**src/rtl/ddr_ctrl_pkg.sv**
```systemverilog
package ddr_ctrl_pkg;

    typedef enum logic [3:0] {
        CMD_NOP = 4'b0111,
        CMD_ACT = 4'b0011,
        CMD_RD  = 4'b0101,
        CMD_WR  = 4'b0100,
        CMD_PRE = 4'b0010,
        CMD_REF = 4'b0001
    } ddr_cmd_e;

    typedef enum logic [1:0] {
        ST_IDLE,
        ST_ACCESS,
        ST_REFRESH
    } ctl_state_e;

    // bus cycles taken by one burst: code 0 -> 1, 1 -> 2, 2/3 -> 4
    function automatic logic [2:0] burst_cycles(input logic [1:0] code);
        unique case (code)
            2'd0:    return 3'd1;
            2'd1:    return 3'd2;
            default: return 3'd4;
        endcase
    endfunction

endpackage

```
**src/rtl/ddr_bank_track.sv**
```systemverilog
module ddr_bank_track #(
    parameter int ROW_W = 11,
    parameter int CNT_W = 4,
    parameter int T_RCD = 2,
    parameter int T_RP  = 3,
    parameter int T_RFC = 8
) (
    input  logic             clk,
    input  logic             rst_n,
    input  logic             do_act,
    input  logic             do_col,
    input  logic             col_ap,
    input  logic [2:0]       col_len,
    input  logic             do_pre,
    input  logic             do_ref,
    input  logic [ROW_W-1:0] act_row,
    output logic             is_open,
    output logic [ROW_W-1:0] open_row,
    output logic             act_ok,
    output logic             col_ok,
    output logic             pre_ok
);

    logic [CNT_W-1:0] act_cnt, col_cnt, pre_cnt;

    assign act_ok = (act_cnt == '0);
    assign col_ok = (col_cnt == '0);
    assign pre_ok = (pre_cnt == '0);

    always_ff @(posedge clk) begin
        if (!rst_n) begin
            is_open  <= 1'b0;
            open_row <= '0;
            act_cnt  <= '0;
            col_cnt  <= '0;
            pre_cnt  <= '0;
        end else begin
            if (act_cnt != '0) act_cnt <= act_cnt - 1'b1;
            if (col_cnt != '0) col_cnt <= col_cnt - 1'b1;
            if (pre_cnt != '0) pre_cnt <= pre_cnt - 1'b1;
            if (do_act) begin
                is_open  <= 1'b1;
                open_row <= act_row;
                col_cnt  <= CNT_W'(T_RCD - 1);
                pre_cnt  <= CNT_W'(T_RCD - 1);
            end
            if (do_col) begin
                pre_cnt <= CNT_W'(int'(col_len) - 1);
                if (col_ap) begin
                    is_open <= 1'b0;
                    act_cnt <= CNT_W'(int'(col_len) + T_RP - 1);
                end
            end
            if (do_pre) begin
                is_open <= 1'b0;
                act_cnt <= CNT_W'(T_RP - 1);
            end
            if (do_ref) act_cnt <= CNT_W'(T_RFC - 1);
        end
    end

    // activate only a closed bank whose precharge/refresh time is over
    a_r3_act_on_closed: assert property (@(posedge clk) disable iff (!rst_n)
        do_act |-> (!is_open && act_ok));
    // column command only to an open row after the activate delay
    a_r4_col_on_open: assert property (@(posedge clk) disable iff (!rst_n)
        do_col |-> (is_open && col_ok));
    // precharge never cuts a running burst short
    a_r5_pre_allowed: assert property (@(posedge clk) disable iff (!rst_n)
        do_pre |-> pre_ok);

endmodule

```
**src/rtl/ddr_ref_tick.sv**
```systemverilog
module ddr_ref_tick #(
    parameter int REF_INTERVAL = 1560
) (
    input  logic clk,
    input  logic rst_n,
    input  logic served,
    output logic pending
);

    localparam int TW = $clog2(REF_INTERVAL + 1);
    logic [TW-1:0] cnt;

    always_ff @(posedge clk) begin
        if (!rst_n) begin
            cnt     <= TW'(REF_INTERVAL - 1);
            pending <= 1'b0;
        end else begin
            if (served) pending <= 1'b0;
            if (cnt == '0) begin
                cnt     <= TW'(REF_INTERVAL - 1);
                pending <= 1'b1;
            end else begin
                cnt <= cnt - 1'b1;
            end
        end
    end

    // a pending refresh is kept until it is served
    a_r9_pending_held: assert property (@(posedge clk) disable iff (!rst_n)
        (pending && !served) |=> pending);

endmodule

```
**src/rtl/ddr_rd_pipe.sv**
```systemverilog
module ddr_rd_pipe #(
    parameter int CL   = 3,
    parameter int MAXB = 4
) (
    input  logic       clk,
    input  logic       rst_n,
    input  logic       load,
    input  logic [2:0] len,
    output logic       valid
);

    localparam int SR_W = CL + MAXB;
    logic [SR_W-1:0] sr;
    logic [SR_W-1:0] mask;

    assign mask  = SR_W'((SR_W'(1) << len) - SR_W'(1)) << CL;
    assign valid = sr[0];

    always_ff @(posedge clk) begin
        if (!rst_n) sr <= '0;
        else        sr <= (sr >> 1) | (load ? mask : '0);
    end

    // a new read window never lands on one still in flight
    a_r8_no_overlap: assert property (@(posedge clk) disable iff (!rst_n)
        load |-> (((sr >> 1) & mask) == '0));

endmodule

```
**src/rtl/ddr_bank_ctrl.sv**
```systemverilog
module ddr_bank_ctrl
    import ddr_ctrl_pkg::*;
#(
    parameter int ROW_W        = 11,
    parameter int COL_W        = 8,
    parameter int BANKS        = 4,
    parameter int CL           = 3,
    parameter int T_RCD        = 2,
    parameter int T_RP         = 3,
    parameter int T_RFC        = 8,
    parameter int REF_INTERVAL = 1560,
    localparam int BANK_W      = $clog2(BANKS)
) (
    input  logic              clk,
    input  logic              rst_n,
    input  logic              req_valid,
    input  logic              req_write,
    input  logic              req_autopre,
    input  logic [BANK_W-1:0] req_bank,
    input  logic [ROW_W-1:0]  req_row,
    input  logic [COL_W-1:0]  req_col,
    input  logic [1:0]        req_burst,
    output logic              req_ready,
    output logic              rd_valid,
    output logic [3:0]        mem_cmd,
    output logic [BANK_W-1:0] mem_bank,
    output logic [ROW_W-1:0]  mem_addr
);

    localparam int AP_BIT = 10;
    localparam int MAXA   = (T_RFC > T_RP + 4) ? T_RFC : T_RP + 4;
    localparam int MAXT   = (MAXA > T_RCD) ? MAXA : T_RCD;
    localparam int CNT_W  = $clog2(MAXT + 1);

    ctl_state_e state, nxt_state;

    logic [BANKS-1:0] is_open, act_ok, col_ok, pre_ok;
    logic [ROW_W-1:0] open_row [BANKS];

    logic issue_act, issue_col, issue_pre, issue_prea, issue_ref;
    ddr_cmd_e         nxt_cmd;
    logic [ROW_W-1:0] nxt_addr;
    logic [2:0]       blen;
    logic [2:0]       bus_cnt;
    logic             ref_pending;
    logic             pre_all_ok;

    assign blen       = burst_cycles(req_burst);
    assign pre_all_ok = &(pre_ok | ~is_open);

    for (genvar b = 0; b < BANKS; b++) begin : g_bank
        logic sel;
        assign sel = (req_bank == BANK_W'(b));
        ddr_bank_track #(
            .ROW_W(ROW_W), .CNT_W(CNT_W),
            .T_RCD(T_RCD), .T_RP(T_RP), .T_RFC(T_RFC)
        ) i_track (
            .clk     (clk),
            .rst_n   (rst_n),
            .do_act  (issue_act && sel),
            .do_col  (issue_col && sel),
            .col_ap  (req_autopre),
            .col_len (blen),
            .do_pre  ((issue_pre && sel) || (issue_prea && is_open[b])),
            .do_ref  (issue_ref),
            .act_row (req_row),
            .is_open (is_open[b]),
            .open_row(open_row[b]),
            .act_ok  (act_ok[b]),
            .col_ok  (col_ok[b]),
            .pre_ok  (pre_ok[b])
        );
    end

    ddr_ref_tick #(.REF_INTERVAL(REF_INTERVAL)) i_ref (
        .clk    (clk),
        .rst_n  (rst_n),
        .served (issue_ref),
        .pending(ref_pending)
    );

    ddr_rd_pipe #(.CL(CL), .MAXB(4)) i_rdp (
        .clk  (clk),
        .rst_n(rst_n),
        .load (issue_col && !req_write),
        .len  (blen),
        .valid(rd_valid)
    );

    // next state and next command
    always_comb begin
        nxt_state  = state;
        nxt_cmd    = CMD_NOP;
        nxt_addr   = '0;
        issue_act  = 1'b0;
        issue_col  = 1'b0;
        issue_pre  = 1'b0;
        issue_prea = 1'b0;
        issue_ref  = 1'b0;
        unique case (state)
            ST_IDLE: begin
                if (ref_pending)    nxt_state = ST_REFRESH;
                else if (req_valid) nxt_state = ST_ACCESS;
            end
            ST_ACCESS: begin
                if (!req_valid) begin
                    nxt_state = ST_IDLE;
                end else if (is_open[req_bank]) begin
                    if (open_row[req_bank] == req_row) begin
                        if (col_ok[req_bank] && bus_cnt == '0) begin
                            issue_col              = 1'b1;
                            nxt_cmd                = req_write ? CMD_WR : CMD_RD;
                            nxt_addr[COL_W-1:0]    = req_col;
                            nxt_addr[AP_BIT]       = req_autopre;
                            nxt_state              = ST_IDLE;
                        end
                    end else if (pre_ok[req_bank]) begin
                        issue_pre = 1'b1;
                        nxt_cmd   = CMD_PRE;
                    end
                end else if (act_ok[req_bank]) begin
                    issue_act = 1'b1;
                    nxt_cmd   = CMD_ACT;
                    nxt_addr  = req_row;
                end
            end
            ST_REFRESH: begin
                if (|is_open) begin
                    if (pre_all_ok) begin
                        issue_prea       = 1'b1;
                        nxt_cmd          = CMD_PRE;
                        nxt_addr[AP_BIT] = 1'b1;
                    end
                end else if (&act_ok) begin
                    issue_ref = 1'b1;
                    nxt_cmd   = CMD_REF;
                    nxt_state = ST_IDLE;
                end
            end
            default: nxt_state = ST_IDLE;
        endcase
    end

    // state register
    always_ff @(posedge clk) begin
        if (!rst_n) state <= ST_IDLE;
        else        state <= nxt_state;
    end

    // output and bus-occupancy registers
    always_ff @(posedge clk) begin
        if (!rst_n) begin
            mem_cmd   <= CMD_NOP;
            mem_bank  <= '0;
            mem_addr  <= '0;
            req_ready <= 1'b0;
            bus_cnt   <= '0;
        end else begin
            mem_cmd   <= nxt_cmd;
            mem_bank  <= req_bank;
            mem_addr  <= nxt_addr;
            req_ready <= issue_col;
            if (issue_col)           bus_cnt <= blen - 3'd1;
            else if (bus_cnt != '0)  bus_cnt <= bus_cnt - 3'd1;
        end
    end

    // never more than one command decided in a cycle
    a_r2_one_cmd: assert property (@(posedge clk) disable iff (!rst_n)
        $onehot0({issue_act, issue_col, issue_pre, issue_prea, issue_ref}));
    // refresh only with every bank closed
    a_r9_ref_all_closed: assert property (@(posedge clk) disable iff (!rst_n)
        issue_ref |-> (is_open == '0));
    // grant travels with a column command
    a_r10_ready_with_col: assert property (@(posedge clk) disable iff (!rst_n)
        req_ready |-> (mem_cmd == CMD_RD || mem_cmd == CMD_WR));
    // two column commands are never in adjacent cycles on a long burst
    a_r7_bus_spacing: assert property (@(posedge clk) disable iff (!rst_n)
        (req_ready && bus_cnt != '0) |-> !issue_col);

endmodule

```
**config.mk**
```make
export PLATFORM = sky130hd
export DESIGN_NAME = ddr_bank_ctrl
export DESIGN_NICKNAME = d
export VERILOG_FILES = /design/src/rtl/ddr_ctrl_pkg.sv /design/src/rtl/ddr_bank_track.sv /design/src/rtl/ddr_ref_tick.sv /design/src/rtl/ddr_rd_pipe.sv /design/src/rtl/ddr_bank_ctrl.sv
export SDC_FILE = /design/constraint.sdc
export NUM_CORES = 1
export LEC_CHECK = 0
export ABC_AREA = 1
export BUFFER_PORTS_ARGS = -buffer_cell sky130_fd_sc_hd__buf_2
export CORE_MARGIN = 3
export CORE_UTILIZATION = 65
export CTS_BUF_LIST = sky130_fd_sc_hd__clkbuf_4
export DETAILED_ROUTE_END_ITERATION = 12
export HOLD_SLACK_MARGIN = 0.06
export PLACE_DENSITY = 0.82
export SLEW_MARGIN = 20
export SYNTH_ARGS = -nofsm -noshare
export SYNTH_HDL_FRONTEND = slang
export SYNTH_SLANG_ARGS = --single-unit
```
**constraint.sdc**
```tcl
create_clock -name clk -period 4.75 [get_ports clk]
set_input_delay 0.95 -clock clk [delete_from_list [all_inputs] [get_ports clk]]
set_output_delay 0.95 -clock clk [all_outputs]
set_load 0.01 [all_outputs]
```
---- Word-level counts from Yosys, hierarchy flattened ----
Cells that the tools add are included.
cells by class
  $add $sub $neg .......................... 19
  $lt $le $gt $ge ......................... 2
  eq/ne operators ......................... 13
  shifts and indexed selects .............. 1
  muxes and demuxes ....................... 119
  bitwise gates (word level) .............. 8
  reduce and logical (&&, ||, !) cells .... 82
operators with widths
  kind                                                                   number
  4-bit 2-to-1 mux                                                       28
  1-bit 2-to-1 mux                                                       50
  4-bit logical NOT                                                      12
  4-bit nonzero test                                                     12
  4-bit by 1-bit subtractor with 4-bit output (second input constant)    12
  11-bit 2-to-1 mux                                                      4
  3-bit 2-to-1 mux                                                       14
  8-bit 2-to-1 mux                                                       3
  11-bit binary-select mux with 2-bit select                             1
  2-bit 2-to-1 mux                                                       10
  1-bit logical AND                                                      18
  2-bit OR reduction                                                     9
  3-bit nonzero test                                                     5
  2-bit nonzero test                                                     6
  3-bit OR reduction                                                     4
  11-bit equality test                                                   1
  11-bit logical NOT                                                     1
  11-bit by 1-bit subtractor with 11-bit output (second input constant)  1
  3-bit inequality test (second input constant)                          3
  1-bit binary-select mux with 2-bit select                              4
  4-bit one-hot mux with 2 select lines                                  1
  4-bit AND reduction                                                    2
  4-bit by 2-bit subtractor with 4-bit output (second input constant)    2
  7-bit 2-to-1 mux                                                       1
  other kinds (26)                                                       40
word-level totals
  bits in registers ....................... 138
  word-level logic and storage cells ...... 283

---- Longest topological paths before layout ----
Gate-level depths: netlist of the first run.
  depth after elaboration ................. 13
  gate-level depth with buffers ........... 21
  gate-level depth less buffers ........... 19

---- Hierarchy ----
Synthesis of the first run repeated with hierarchy kept, for this count alone.
second synthesis, totals
  cell total of the unflattened synthesis .. 1118
  area total of the unflattened synthesis .. 7360.8 um^2
by module, submodules not included
  module          times used  cells an instance  area each (um^2)  sequential area each (um^2)
  ddr_bank_track  4           170                1183.6            480.5
  ddr_bank_ctrl   1           330                1820.5            440.4
  ddr_ref_tick    1           79                 579.3             240.2
  ddr_rd_pipe     1           29                 226.5             140.1

---- Worst setup path after synthesis of the first run ----
No wires, ideal clock.
  path kind ............................... input port to flip-flop
  start ................................... in req_bank[0]
  end ..................................... reg bus_cnt[2]
  arrival time ............................ 2849 ps
  setup slack ............................. 1831 ps
  stages .................................. 18
  buffers on the path ..................... 2
  cells stage by stage .................... buf_6 buf_4 o21ai_1 nand2_1 nand2_1 nand2_1 nand2_1 nand2_1 nor2_2 nand4_4 nor2_8 nand2_4 nor2_1 or2_2 inv_1 ha_1 o21bai_1 a21oi_1
on the way
  word-level cells in the longest chain between the ends .. 10
  elaborated cells on any way between the ends .. 17
RTL lines
  item                                                           line                  RTL
  start: declaration                                             ddr_bank_ctrl.sv:19   input logic [BANK_W-1:0] req_bank,
  2-bit inverter with 3-bit output (not written as such)         ddr_bank_ctrl.sv:109  if (open_row[req_bank] == req_row) begin
  11-bit binary-select mux with 2-bit select                     ddr_bank_ctrl.sv:109
  11-bit 2-to-1 mux (not written as such) (2 in a row)           ddr_bank_ctrl.sv:109
  11-bit equality test                                           ddr_bank_ctrl.sv:109
  1-bit 2-to-1 mux                                               ddr_bank_ctrl.sv:109
  1-bit 2-to-1 mux *                                             ddr_bank_ctrl.sv:108  end else if (is_open[req_bank]) begin
  1-bit 2-to-1 mux *                                             ddr_bank_ctrl.sv:106  if (!req_valid) begin
  1-bit 2-to-1 mux *                                             ddr_bank_ctrl.sv:100  unique case (state)
  3-bit 2-to-1 mux / 2-bit nonzero test (equally long branches)  n/a
  end signal: assignment                                         ddr_bank_ctrl.sv:163  if (issue_col) bus_cnt <= blen - 3'd1;
  end signal: assignment                                         ddr_bank_ctrl.sv:164  else if (bus_cnt != '0) bus_cnt <= bus_cnt - 3'd1;
  end: declaration                                               ddr_bank_ctrl.sv:44   logic [2:0] bus_cnt;
Every way passes the cells marked *; elsewhere a longest branch is shown, timed or not. The select of a mux whose other input is x is not followed.
A chain may end at the register's enable or synchronous reset.

---- Worst setup path after layout of the first run ----
  start ................................... in req_bank[0]
  end ..................................... reg g_bank[1].i_track.pre_cnt[1]
on the way
  word-level cells in the longest chain between the ends .. 11
  elaborated cells on any way between the ends .. 27
RTL lines
  item                                                                     line                  RTL
  2-bit inverter with 3-bit output (not written as such)                   ddr_bank_ctrl.sv:109
  11-bit binary-select mux with 2-bit select                               ddr_bank_ctrl.sv:109
  11-bit 2-to-1 mux (not written as such) (2 in a row)                     ddr_bank_ctrl.sv:109
  11-bit equality test                                                     ddr_bank_ctrl.sv:109
  1-bit 2-to-1 mux                                                         ddr_bank_ctrl.sv:109
  1-bit 2-to-1 mux                                                         ddr_bank_ctrl.sv:108
  1-bit 2-to-1 mux                                                         ddr_bank_ctrl.sv:106
  1-bit 2-to-1 mux                                                         ddr_bank_ctrl.sv:100
  1-bit logical AND                                                        ddr_bank_ctrl.sv:61   .do_col (issue_col && sel),
  3-bit nonzero test (no line) / 4-bit 2-to-1 mux (equally long branches)  n/a
  end signal: assignment                                                   ddr_bank_track.sv:40  if (pre_cnt != '0) pre_cnt <= pre_cnt - 1'b1;
  end signal: assignment                                                   ddr_bank_track.sv:45  pre_cnt <= CNT_W'(T_RCD - 1);
  end signal: assignment                                                   ddr_bank_track.sv:48  pre_cnt <= CNT_W'(int'(col_len) - 1);
  end: declaration                                                         ddr_bank_track.sv:24  logic [CNT_W-1:0] act_cnt, col_cnt, pre_cnt;
Several ways; a longest one is shown, not always the timed one. The select of a mux whose other input is x is not followed.

==> key figures, run 1 <==
Status
  • Status: finished, final reports clean

Drt
  • Vias/cell: 5.472
  • Via count: 6577
  • DRT iter0 DRCs: 644
  • DRC viols: 0
  • DR WL/cell: 13.85 um
  • Drt first pass iters: 5
  • ANT nets after route: 0
  • Post-Route WL: 16.65 mm

Placed design
  • Post-DP Area: 7352 um^2
  • Routability cong.: 0.9632
  • Placed instance count: 1170
  • Port buffer count: 45
  • Place WS: 1.149 ns
  • Detail Placement HPWL: 12.01 mm

Pwr
  • Static leakage: 3.713 nW
  • Switch Pwr: 1.526 mW
  • Logic pwr share: 41.0%
  • Int Power: 2.233 mW
  • Sw Ratio: 40.59%
  • Clock power frac: 19.4%
  • VDD IR max: 0.4433 mV
  • Pwr Density: 493.4 nW/um^2
  • Share of power burned in registers: 39.7%
  • Power, Total: 3.759 mW

Floorplan
  • Die X: 110.2 um
  • # IOs: 47
  • Row count: 37
  • Total core area: 10460 um^2
  • Starting density of the core: 67.48%
  • Die area: 12150 um^2
  • Die height: 110.2 um

STA
  • Fin. Hold Viols: 0
  • Fin crit share: 64.49%
  • Final WS setup: 1.687 ns
  • Worst slew pin tran: 0.7776 ns
  • Clock Skew: 0.02588 ns
  • Final setup fails: 0
  • Slew margin rel.: 48.11%
  • Unrepaired setup endpoints after global routing: no
  • Fin crit period: 3.063 ns
  • Fmax: 326.5 MHz
  • Fin. max-slew vios: 0
  • Setup TNS: 0 ns

Setup path
  • Critical path peak fanout: 18
  • Worst setup SP type: primary input
  • Crit path DAT: 3.58 ns
  • Worst reg2reg path depth: 15
  • CP Class: in2reg
  • Endpoint type of the worst setup path: flop
  • Worst Path Required: 5.27 ns

Logic synthesis
  • Syn_nets: 1065
  • Main synth FF type: dfxtp_1
  • Most common cell in the netlist: nand2_1
  • Synth top area share: 38.84%
  • Netlist Area Pre-Place: 7061 um^2
  • EDFF count, synth: 0
  • Netlist cell types: 43
  • Synth Register Bits: 137
  • Commonest cells post-synth: nand2_1 (259), dfxtp_1 (137), inv_1 (125)
  • Mapped Cells: 1011
  • Syn_area_per_cell: 6.984 um^2
  • Largest area contributor in the netlist: dfxtp_1
  • Sequential share of the synthesized area: 38.84%
  • Synth warn: 0
  • Synth area leaders: dfxtp_1 (39%), nand2_1 (14%), inv_1 (6.6%), a21oi_1 (5.5%), o21ai_0 (4.8%)
  • Ys async rst share: 0%

Global route
  • First-pass GRT wire length: 26.83 mm
  • Total global-route track usage: 28.46%
  • Number of global-route vias before repair: 5853
  • Total grt overflow: 0
  • Initial antenna violation count: 0
  • Largest net degree at the start of global routing: 47

Final layout
  • Non-Filler Instances: 1202
  • Antenna diodes: 0
  • Final net count: 1107
  • Final instance area: 7617 um^2
  • Synthesis-to-layout area growth: 7.886%
  • Share of layout cells above drive strength 1: 11.16%

CTS
  • PostCTS Resize Cnt: 0
  • CTS root buffer: clkbuf_4
  • Clock Latency Late Sink: 0.58 ns
  • # hold bufs at CTS: 0
  • CTS tree: built
  • Clock Path Buffers: 2
  • TritonCTS buffer count: 17
  • Clk slew on worst S/H paths: 0.12 ns
  • H-tree levels: 4
  • CTS sink cnt: 137
  • Post-CTS Setup Bufs: 0

Flow run
  • Max-cap viol count: 0

Hold path
  • Hold depth: 1
  • Worst min path class: reg2reg
[sequential cells by signal, indices dropped and copies added (netlist names)]
name / count
g_bank.i_track.open_row: 44
g_bank.i_track.act_cnt: 16
g_bank.i_track.col_cnt: 16
g_bank.i_track.pre_cnt: 16
i_ref.cnt: 11
mem_addr: 11
i_rdp.sr: 7
g_bank.i_track.is_open: 4
bus_cnt: 3
mem_cmd: 3
mem_bank: 2
state: 2
i_ref.pending: 1
req_ready: 1
[power by group through the flow]
stage | sequential (mW) | combinational, mW | clock [mW]
6_report | 1.49 | 1.54 | 0.729
3_5_place_dp | 1.51 | 1.52 | 0
5_1_grt | 1.52 | 1.76 | 0.791
2_1_floorplan | 1.49 | 1.23 | 0
3_3_place_gp | 1.51 | 1.50 | 0
4_1_cts | 1.49 | 1.54 | 0.743
[metal layers]
metal,vias up,routed length (um),global-route usage (%)
met5,-,0,0
met3,34,1305,7.105
met2,249,7615,45.49
met4,0,373,11.35
li1,3365,-,-
met1,2929,7354,36.95
[layout by cell type, fill, tap and decap left out, types with 2 or more instances in the layout]
cell type,count
nand2_1,259
dfxtp_1,137
inv_1,125
nor2_1,84
a21oi_1,77
o21ai_0,68
nand3_1,59
buf_2,45
ha_1,26
xor2_1,22
nand4_1,20
nor3_1,19
clkbuf_4,19
o21ai_1,14
nor2_2,11
inv_2,7
o22ai_1,7
nor4_1,6
xnor2_1,6
buf_4,6
or2_2,5
clkinv_4,4
nor2_4,3
nand2_4,3
o2111a_1,3
clkinvlp_4,3
inv_6,3
nand4_4,2
nor2_8,2
a31oi_1,2
or3_1,2
o211ai_1,2
[kinds of logic after synthesis]
kind of cell | share of synthesized area, %
buffers and inverters | 9.215
adders and majority gates | 4.607
and+or+nand+nor | 30.13
other | 0.05311
DFF | 38.84
AOI/OAI and AO/OA | 13.68
xor gates and xnor gates | 3.473
[final timing paths]
path / from / endpoint / slack (ns)
hold reg to reg: i_ref.cnt[0] / i_ref.cnt[0] / 0.41
hold / removal: i_ref.cnt[0] / i_ref.cnt[0] / 0.41
setup reg to reg: g_bank[1].i_track.col_cnt[0] / bus_cnt[2] / 1.80
setup / recovery: req_bank[0] / g_bank[1].i_track.pre_cnt[1] / 1.69
[metrics by stage]
step,util [%],hold slack (ns)
6_report,72.81,0.4129
5_1_grt,72.81,0.4335
4_1_cts,72.81,0.4103
3_5_place_dp,70.27,0.3823
3_3_place_gp,70.27,0.3741
2_1_floorplan,-,0.3663
[worst max-delay path, stage by stage]
cell and delay, ns:
buf_2 0.23, buf_4 0.26, nor2_4 0.21, inv_2 0.11, o21ai_4 0.26, inv_2 0.10, nor2_1 0.19, nand2_2 0.14
nor2_2 0.61, nor2_1 0.21, nand3_1 0.12, nand2_1 0.05, nor2_1 0.11
[cell type report]
type                            instances  area, um^2
Tap cell                              136       170.2
Fill cell                             911        2845
Timing Repair Buffer                   51       270.3
Clock inverter                         13       122.6
Inverter                              133       501.7
Clock buffer                           19       142.6
Multi-Input combinational cell        713        3667
Sequential cell                       137        2743
No activity file was read; power rests on OpenSTA's default activity.
==> run 2, diff against run 1 <==
CORE_UTILIZATION = 63   (was 65)
PLACE_DENSITY = 0.79   (was 0.82)
clock period = 3.01 ns   (was 4.75 ns; I/O delays follow)
==> key figures, run 2 (synthesis gave the netlist of run 1 again) <==
Status
  • Status: finished, final reports clean

STA
  • Worst slew pin tran: 0.7139 ns (-0.06363 ns)
  • Clock Skew: 0.02031 ns (-0.005571 ns)
  • Fin Hold WS: 0.2212 ns (-0.1917 ns)
  • Fin. max-slew vios: 0 (unchanged)
  • Fmax: 388.3 MHz
  • Fin crit share: 85.55%
  • Final setup fails: 0 (unchanged)
  • Fin crit period: 2.575 ns
  • Unrepaired setup endpoints after global routing: no
  • Slew margin rel.: 52.40% (+4.3 points)
  • Fin. Hold Viols: 0 (unchanged)
  • Setup TNS: 0 ns (unchanged)

Setup path
  • Cell mode on critical path: inv_1
  • Endpoint type of the worst setup path: flop
  • Worst Setup SP: g_bank[3].i_track.col_cnt[0]
  • Reg2reg setup slack: 0.43 ns (-1.37 ns)
  • Critical path peak fanout: 8 (-10)
  • Crit path to: bus_cnt[2]
  • Worst setup SP type: flop
  • Largest stage delay, worst path: 0.36 ns (-0.25 ns)
  • Critical-path top delay cell: dfxtp_1
  • Crit path DAT: 3.10 ns (-0.48 ns)
  • Worst reg2reg path depth: 15 (unchanged)
  • Cells along the critical path: inv_1 > ha_1 > inv_1 > nor3_1 > o22ai_1 > nor2_2 > nand4_4 > nor2_8 > nand2_4 > nor2_1 > or2_2 > inv_1 > ha_1 > o21bai_1 > a21oi_1
  • Reg2Reg Launch Point: g_bank[3].i_track.col_cnt[0]
  • CP Class: reg2reg
  • Crit Reg-Reg Endpoint: bus_cnt[2]
  • Worst Path Required: 3.53 ns (-1.74 ns)

Final layout
  • Final net count: 1126 (+1.7%)
  • Non-Filler Instances: 1225 (+1.9%)
  • Antenna diodes: 0 (unchanged)
  • Commonest cells after routing, fill and taps aside: nand2_1 (259), dfxtp_1 (137), inv_1 (125), nor2_1 (84), a21oi_1 (77)
  • Max reg flops: 44 (unchanged)
  • Filler Cell Count: 960 (+5.4%)
  • Share of layout cells above drive strength 1: 12.63% (+1.5 points)
  • Commonest non-fill, non-tap cell in the layout: nand2_1
  • Synthesis-to-layout area growth: 9.906%
  • Biggest register: g_bank.i_track.open_row
  • Final instance area: 7760 um^2 (+1.9%)

Drt
  • DR WL/cell: 13.53 um (-2.3%)
  • DRT iter0 DRCs: 497 (-23%)
  • Post-Route WL: 16.58 mm (-0.43%)
  • Vias/cell: 5.357 (-2.1%)
  • Drt first pass iters: 5 (unchanged)
  • ANT nets after route: 0 (unchanged)
  • Via count: 6562 (-0.23%)
  • DRC viols: 0 (unchanged)

CTS
  • Clock Path Buffers: 2 (unchanged)
  • CTS tree: built
  • # hold bufs at CTS: 0 (unchanged)
  • CTS root buffer: clkbuf_4
  • PostCTS Resize Cnt: 0 (unchanged)
  • Clock Latency Late Sink: 0.58 ns (about the same)
  • H-tree levels: 4 (unchanged)
  • Post-CTS Setup Bufs: 0 (unchanged)
  • CTS sink cnt: 137 (unchanged)
  • Clk slew on worst S/H paths: 0.13 ns (about the same)
  • TritonCTS buffer count: 17 (unchanged)

Global route
  • Total global-route track usage: 27.47% (-0.98 points)
  • Total grt overflow: 0 (unchanged)
  • Number of global-route vias before repair: 6020 (+2.9%)
  • Largest net degree at the start of global routing: 77 (+64%)
  • First-pass GRT wire length: 28.01 mm (+4.4%)
  • Initial antenna violation count: 0 (unchanged)

Pwr
  • VDD IR max: 0.5900 mV (+33%)
  • Static leakage: 3.785 nW (+1.9%)
  • Pwr Density: 769.8 nW/um^2 (+56%)

Floorplan
  • Die area: 12510 um^2 (+3.0%)
  • Die height: 111.9 um (+1.5%)
  • Row count: 38 (+2.7%)
  • Die X: 111.9 um (+1.5%)
  • Total core area: 10890 um^2 (+4.1%)
  • # IOs: 47 (unchanged)
  • Starting density of the core: 64.85% (-2.6 points)

Hold path
  • Worst min path class: in2reg

Placed design
  • Port buffer count: 45 (unchanged)
  • Post-DP Area: 7525 um^2 (+2.3%)
  • Placed instance count: 1193 (+2.0%)
  • Detail Placement HPWL: 12.25 mm (+2.0%)
  • Routability cong.: 0.9773 (+1.5%)

Flow run
  • Max-cap viol count: 0 (unchanged)
run 2: cell types whose count changed in the layout (fill, tap and decap cells not counted), moves of 2 or more:
cell,previous run,this run
buf_12,0,2
clkinv_4,4,2
clkinvlp_4,3,7
buf_4,6,23
run 2: how the worst min path moves through the flow:
stage / start / end / cells past startpoint
after floorplan: i_ref.cnt[0] / i_ref.cnt[0] / 1
after global placement: i_ref.cnt[0] / i_ref.cnt[0] / 1
after detailed placement: i_ref.cnt[0] / i_ref.cnt[0] / 1
after CTS: req_col[5] / mem_addr[5] / 3
after global routing: req_col[5] / mem_addr[5] / 3
final: req_col[5] / mem_addr[5] / 3
run 2: report_power, final:
part           switching, mW  total, mW  internal, mW
Clock                  0.714       1.05         0.331
Sequential             0.205       2.35          2.14
Combinational           1.51       2.58          1.07
Total                   2.43       5.97          3.54
run 2: metal layers:
layer,up-vias,global-route usage [%],wire [um]
met1,2892,37.53,7560
met2,236,41.73,7329
li1,3388,-,-
met4,0,13.30,497
met5,-,0,0
met3,46,5.380,1189
run 2: area by class of cell:
| cell class | count | area [um^2] | area share [%] |
|---|---|---|---|
| Clock buffer | 18 | 135.1 | 1.741 |
| Clock inverter | 14 | 100.1 | 1.290 |
| Inverter | 133 | 501.7 | 6.466 |
| Multi-Input combinational cell | 713 | 3667 | 47.26 |
| Sequential cell | 137 | 2743 | 35.34 |
| Tap cell | 140 | 175.2 | 2.257 |
| Timing Repair Buffer | 70 | 437.9 | 5.643 |
run 2: worst max-delay path: cells and delay by family, from the launching register on:
| kind | cells | cell delay [ns] |
|---|---|---|
| compound gates | 3 | 0.42 |
| fa+ha+maj | 2 | 0.33 |
| buf+inv | 3 | 0.18 |
| flops | 1 | 0.36 |
| simple gates | 7 | 1.25 |
run 2: metrics by stage:
stage	total power [mW]	util [%]	setup slack, ns
global placement	4.886	69.11	0.1971
floorplan	4.292	-	0.4390
global route	6.513	71.27	0.1538
detailed placement	4.947	69.11	0.1402
CTS	5.998	71.27	0.4299
finish	5.974	71.27	0.4348
==> run 3, diff against run 2 <==
PLACE_DENSITY = 0.86   (was 0.79)
==> key figures, run 3 (synthesis gave the netlist of run 1 again) <==
STA
  • Fmax: 384.0 MHz (-1.1%)
  • Slew margin rel.: 46.14% (-6.3 points)
  • Setup TNS: 0 ns (unchanged)
  • Fin crit period: 2.604 ns (+0.02916 ns)
  • Fin. max-slew vios: 0 (unchanged)
  • Final setup fails: 0 (unchanged)
  • Worst slew pin tran: 0.8070 ns (+0.09303 ns)
  • Fin crit share: 86.52% (+0.97 points)
  • Fin. Hold Viols: 0 (unchanged)
  • Fin Hold WS: 0.2330 ns (+0.01178 ns)
  • Unrepaired setup endpoints after global routing: no
  • Clock Skew: 0.01833 ns (-0.001976 ns)

Drt
  • Vias/cell: 5.441 (+1.6%)
  • DRC viols: 0 (unchanged)
  • ANT nets after route: 0 (unchanged)
  • Via count: 6671 (+1.7%)
  • Post-Route WL: 16.85 mm (+1.7%)
  • Top Layer Used: met4
  • DR WL/cell: 13.75 um (+1.6%)
  • Routed met3 length: 1.402 mm (+18%)
  • Metal1 wirelength: 7.550 mm (-0.13%)
  • Drt first pass iters: 6 (+1)
  • WL met2: 7.545 mm (+2.9%)
  • DRT iter0 DRCs: 529 (+6.4%)

Pwr
  • Pwr Density: 776.4 nW/um^2 (+0.86%)
  • VDD IR max: 0.6176 mV (+4.7%)
  • Static leakage: 3.814 nW (+0.78%)

Setup path
  • Endpoint type of the worst setup path: flop
  • Worst Path Required: 3.52 ns (about the same)
  • Worst setup SP type: flop
  • Critical path's top delay family: simple AND/OR/NAND/NOR gates
  • Cell mode on critical path: inv_1
  • CP Class: reg2reg
  • Cells along the critical path: inv_1 > ha_1 > inv_1 > nor3_1 > o22ai_1 > nor2_2 > nand4_4 > nor2_8 > nand2_4 > nor2_1 > or2_2 > inv_1 > ha_1 > o21bai_1 > a21oi_1
  • Critical-path top delay cell: dfxtp_1
  • Crit path DAT: 3.11 ns (about the same)
  • Largest stage delay, worst path: 0.35 ns (about the same)
  • Critical path peak fanout: 8 (unchanged)
  • Buffers plus inverters on the worst setup path: 3 (unchanged)

Final layout
  • Commonest non-fill, non-tap cell in the layout: nand2_1
  • Commonest cells after routing, fill and taps aside: nand2_1 (259), dfxtp_1 (137), inv_1 (125), nor2_1 (84), a21oi_1 (77)
  • Final net count: 1127 (+0.089%)
  • Non-Filler Instances: 1226 (+0.082%)
  • Biggest register: g_bank.i_track.open_row
  • Register Area: 2743 um^2 (unchanged)
  • Multi-input gate area: 3667 um^2 (unchanged)
  • Filler Cell Count: 896 (-6.7%)
  • Max reg flops: 44 (unchanged)
  • Share of layout cells above drive strength 1: 12.71% (+0.080 points)
  • Synthesis-to-layout area growth: 10.35%
  • Antenna diodes: 0 (unchanged)

Hold path
  • Worst min path class: in2reg

Placed design
  • Detail Placement HPWL: 12.39 mm (+1.2%)
  • Port buffer count: 45 (unchanged)
  • Placed instance count: 1194 (+0.084%)
  • Routability cong.: 1.022 (+4.5%)

Floorplan
  • Starting density of the core: 64.85% (unchanged)
  • Row count: 38 (unchanged)
  • Die height: 111.9 um (unchanged)
  • # IOs: 47 (unchanged)
  • Die X: 111.9 um (unchanged)
  • Total core area: 10890 um^2 (unchanged)
  • Die area: 12510 um^2 (unchanged)

CTS
  • Clock Latency Late Sink: 0.57 ns (about the same)
  • # hold bufs at CTS: 0 (unchanged)
  • CTS sink cnt: 137 (unchanged)
  • H-tree levels: 4 (unchanged)
  • Clock Path Buffers: 2 (unchanged)
  • CTS root buffer: clkbuf_4
  • TritonCTS buffer count: 17 (unchanged)
  • Post-CTS Setup Bufs: 0 (unchanged)
  • CTS tree: built
  • Clk slew on worst S/H paths: 0.13 ns (about the same)
  • PostCTS Resize Cnt: 0 (unchanged)

Global route
  • Largest net degree at the start of global routing: 77 (unchanged)
  • Total grt overflow: 0 (unchanged)
  • Number of global-route vias before repair: 6303 (+4.7%)
  • First-pass GRT wire length: 28.89 mm (+3.1%)
  • Initial antenna violation count: 0 (unchanged)
  • Total global-route track usage: 28.04% (+0.57 points)

Flow run
  • Max-cap viol count: 0 (unchanged)

Status
  • Status: finished, final reports clean
[run 3: cell types whose count changed in the layout (fill, tap and decap cells not counted)]
cell        before  now
clkinvlp_4       7    4
inv_6            2    3
clkinv_4         2    1
inv_8            0    1
buf_4           23   24
clkinv_2         1    2
bufinv_16        0    1
[run 3: final timing paths]
check             cells after the start  slack [ns]           end                    startpoint
setup / recovery                     15        0.41    bus_cnt[2]  g_bank[3].i_track.col_cnt[0]
hold / removal                        3        0.23   mem_addr[0]                    req_col[0]
hold reg to reg                       1        0.41  i_ref.cnt[0]                  i_ref.cnt[0]
setup reg to reg                     15        0.41    bus_cnt[2]  g_bank[3].i_track.col_cnt[0]
[run 3: per-layer routing]
layer | GRT usage [%] | vias to the layer above
met5 | 0 | -
met4 | 11.44 | 0
met3 | 6.902 | 36
met2 | 43.61 | 268
met1 | 37.43 | 2977
li1 | - | 3390
[run 3: report_power, final]
part           total (mW)  switching (mW)  internal (mW)
combinational        2.58            1.52           1.05
clock                1.12           0.701          0.422
sequential           2.35           0.204           2.14
total                6.05            2.43           3.62
[run 3: per-stage QoR]
| step | power, mW | setup slack (ns) | utilization (%) | cell area (um^2) |
|---|---|---|---|---|
| after floorplan | 4.292 | 0.4390 | - | 7061 |
| after global placement | 4.853 | 0.08651 | 69.18 | 7532 |
| after global routing | 6.594 | 0.2328 | 71.56 | 7791 |
| after detailed placement | 4.937 | 0.03318 | 69.18 | 7532 |
| final | 6.049 | 0.4056 | 71.56 | 7791 |
| after CTS | 6.058 | 0.4454 | 71.56 | 7791 |
[run 3: worst min-delay path, cell delays in order]
cell and delay [ns]:
buf_2 0.07, nand2_1 0.04, o21ai_0 0.06
[run 3: cell type report]
type                            instances  area share [%]
Timing Repair Buffer                   71           5.717
Clock inverter                         14           1.590
Clock buffer                           18           1.734
Tap cell                              140           2.248
Sequential cell                       137           35.20
Inverter                              133           6.440
Multi-Input combinational cell        713           47.07
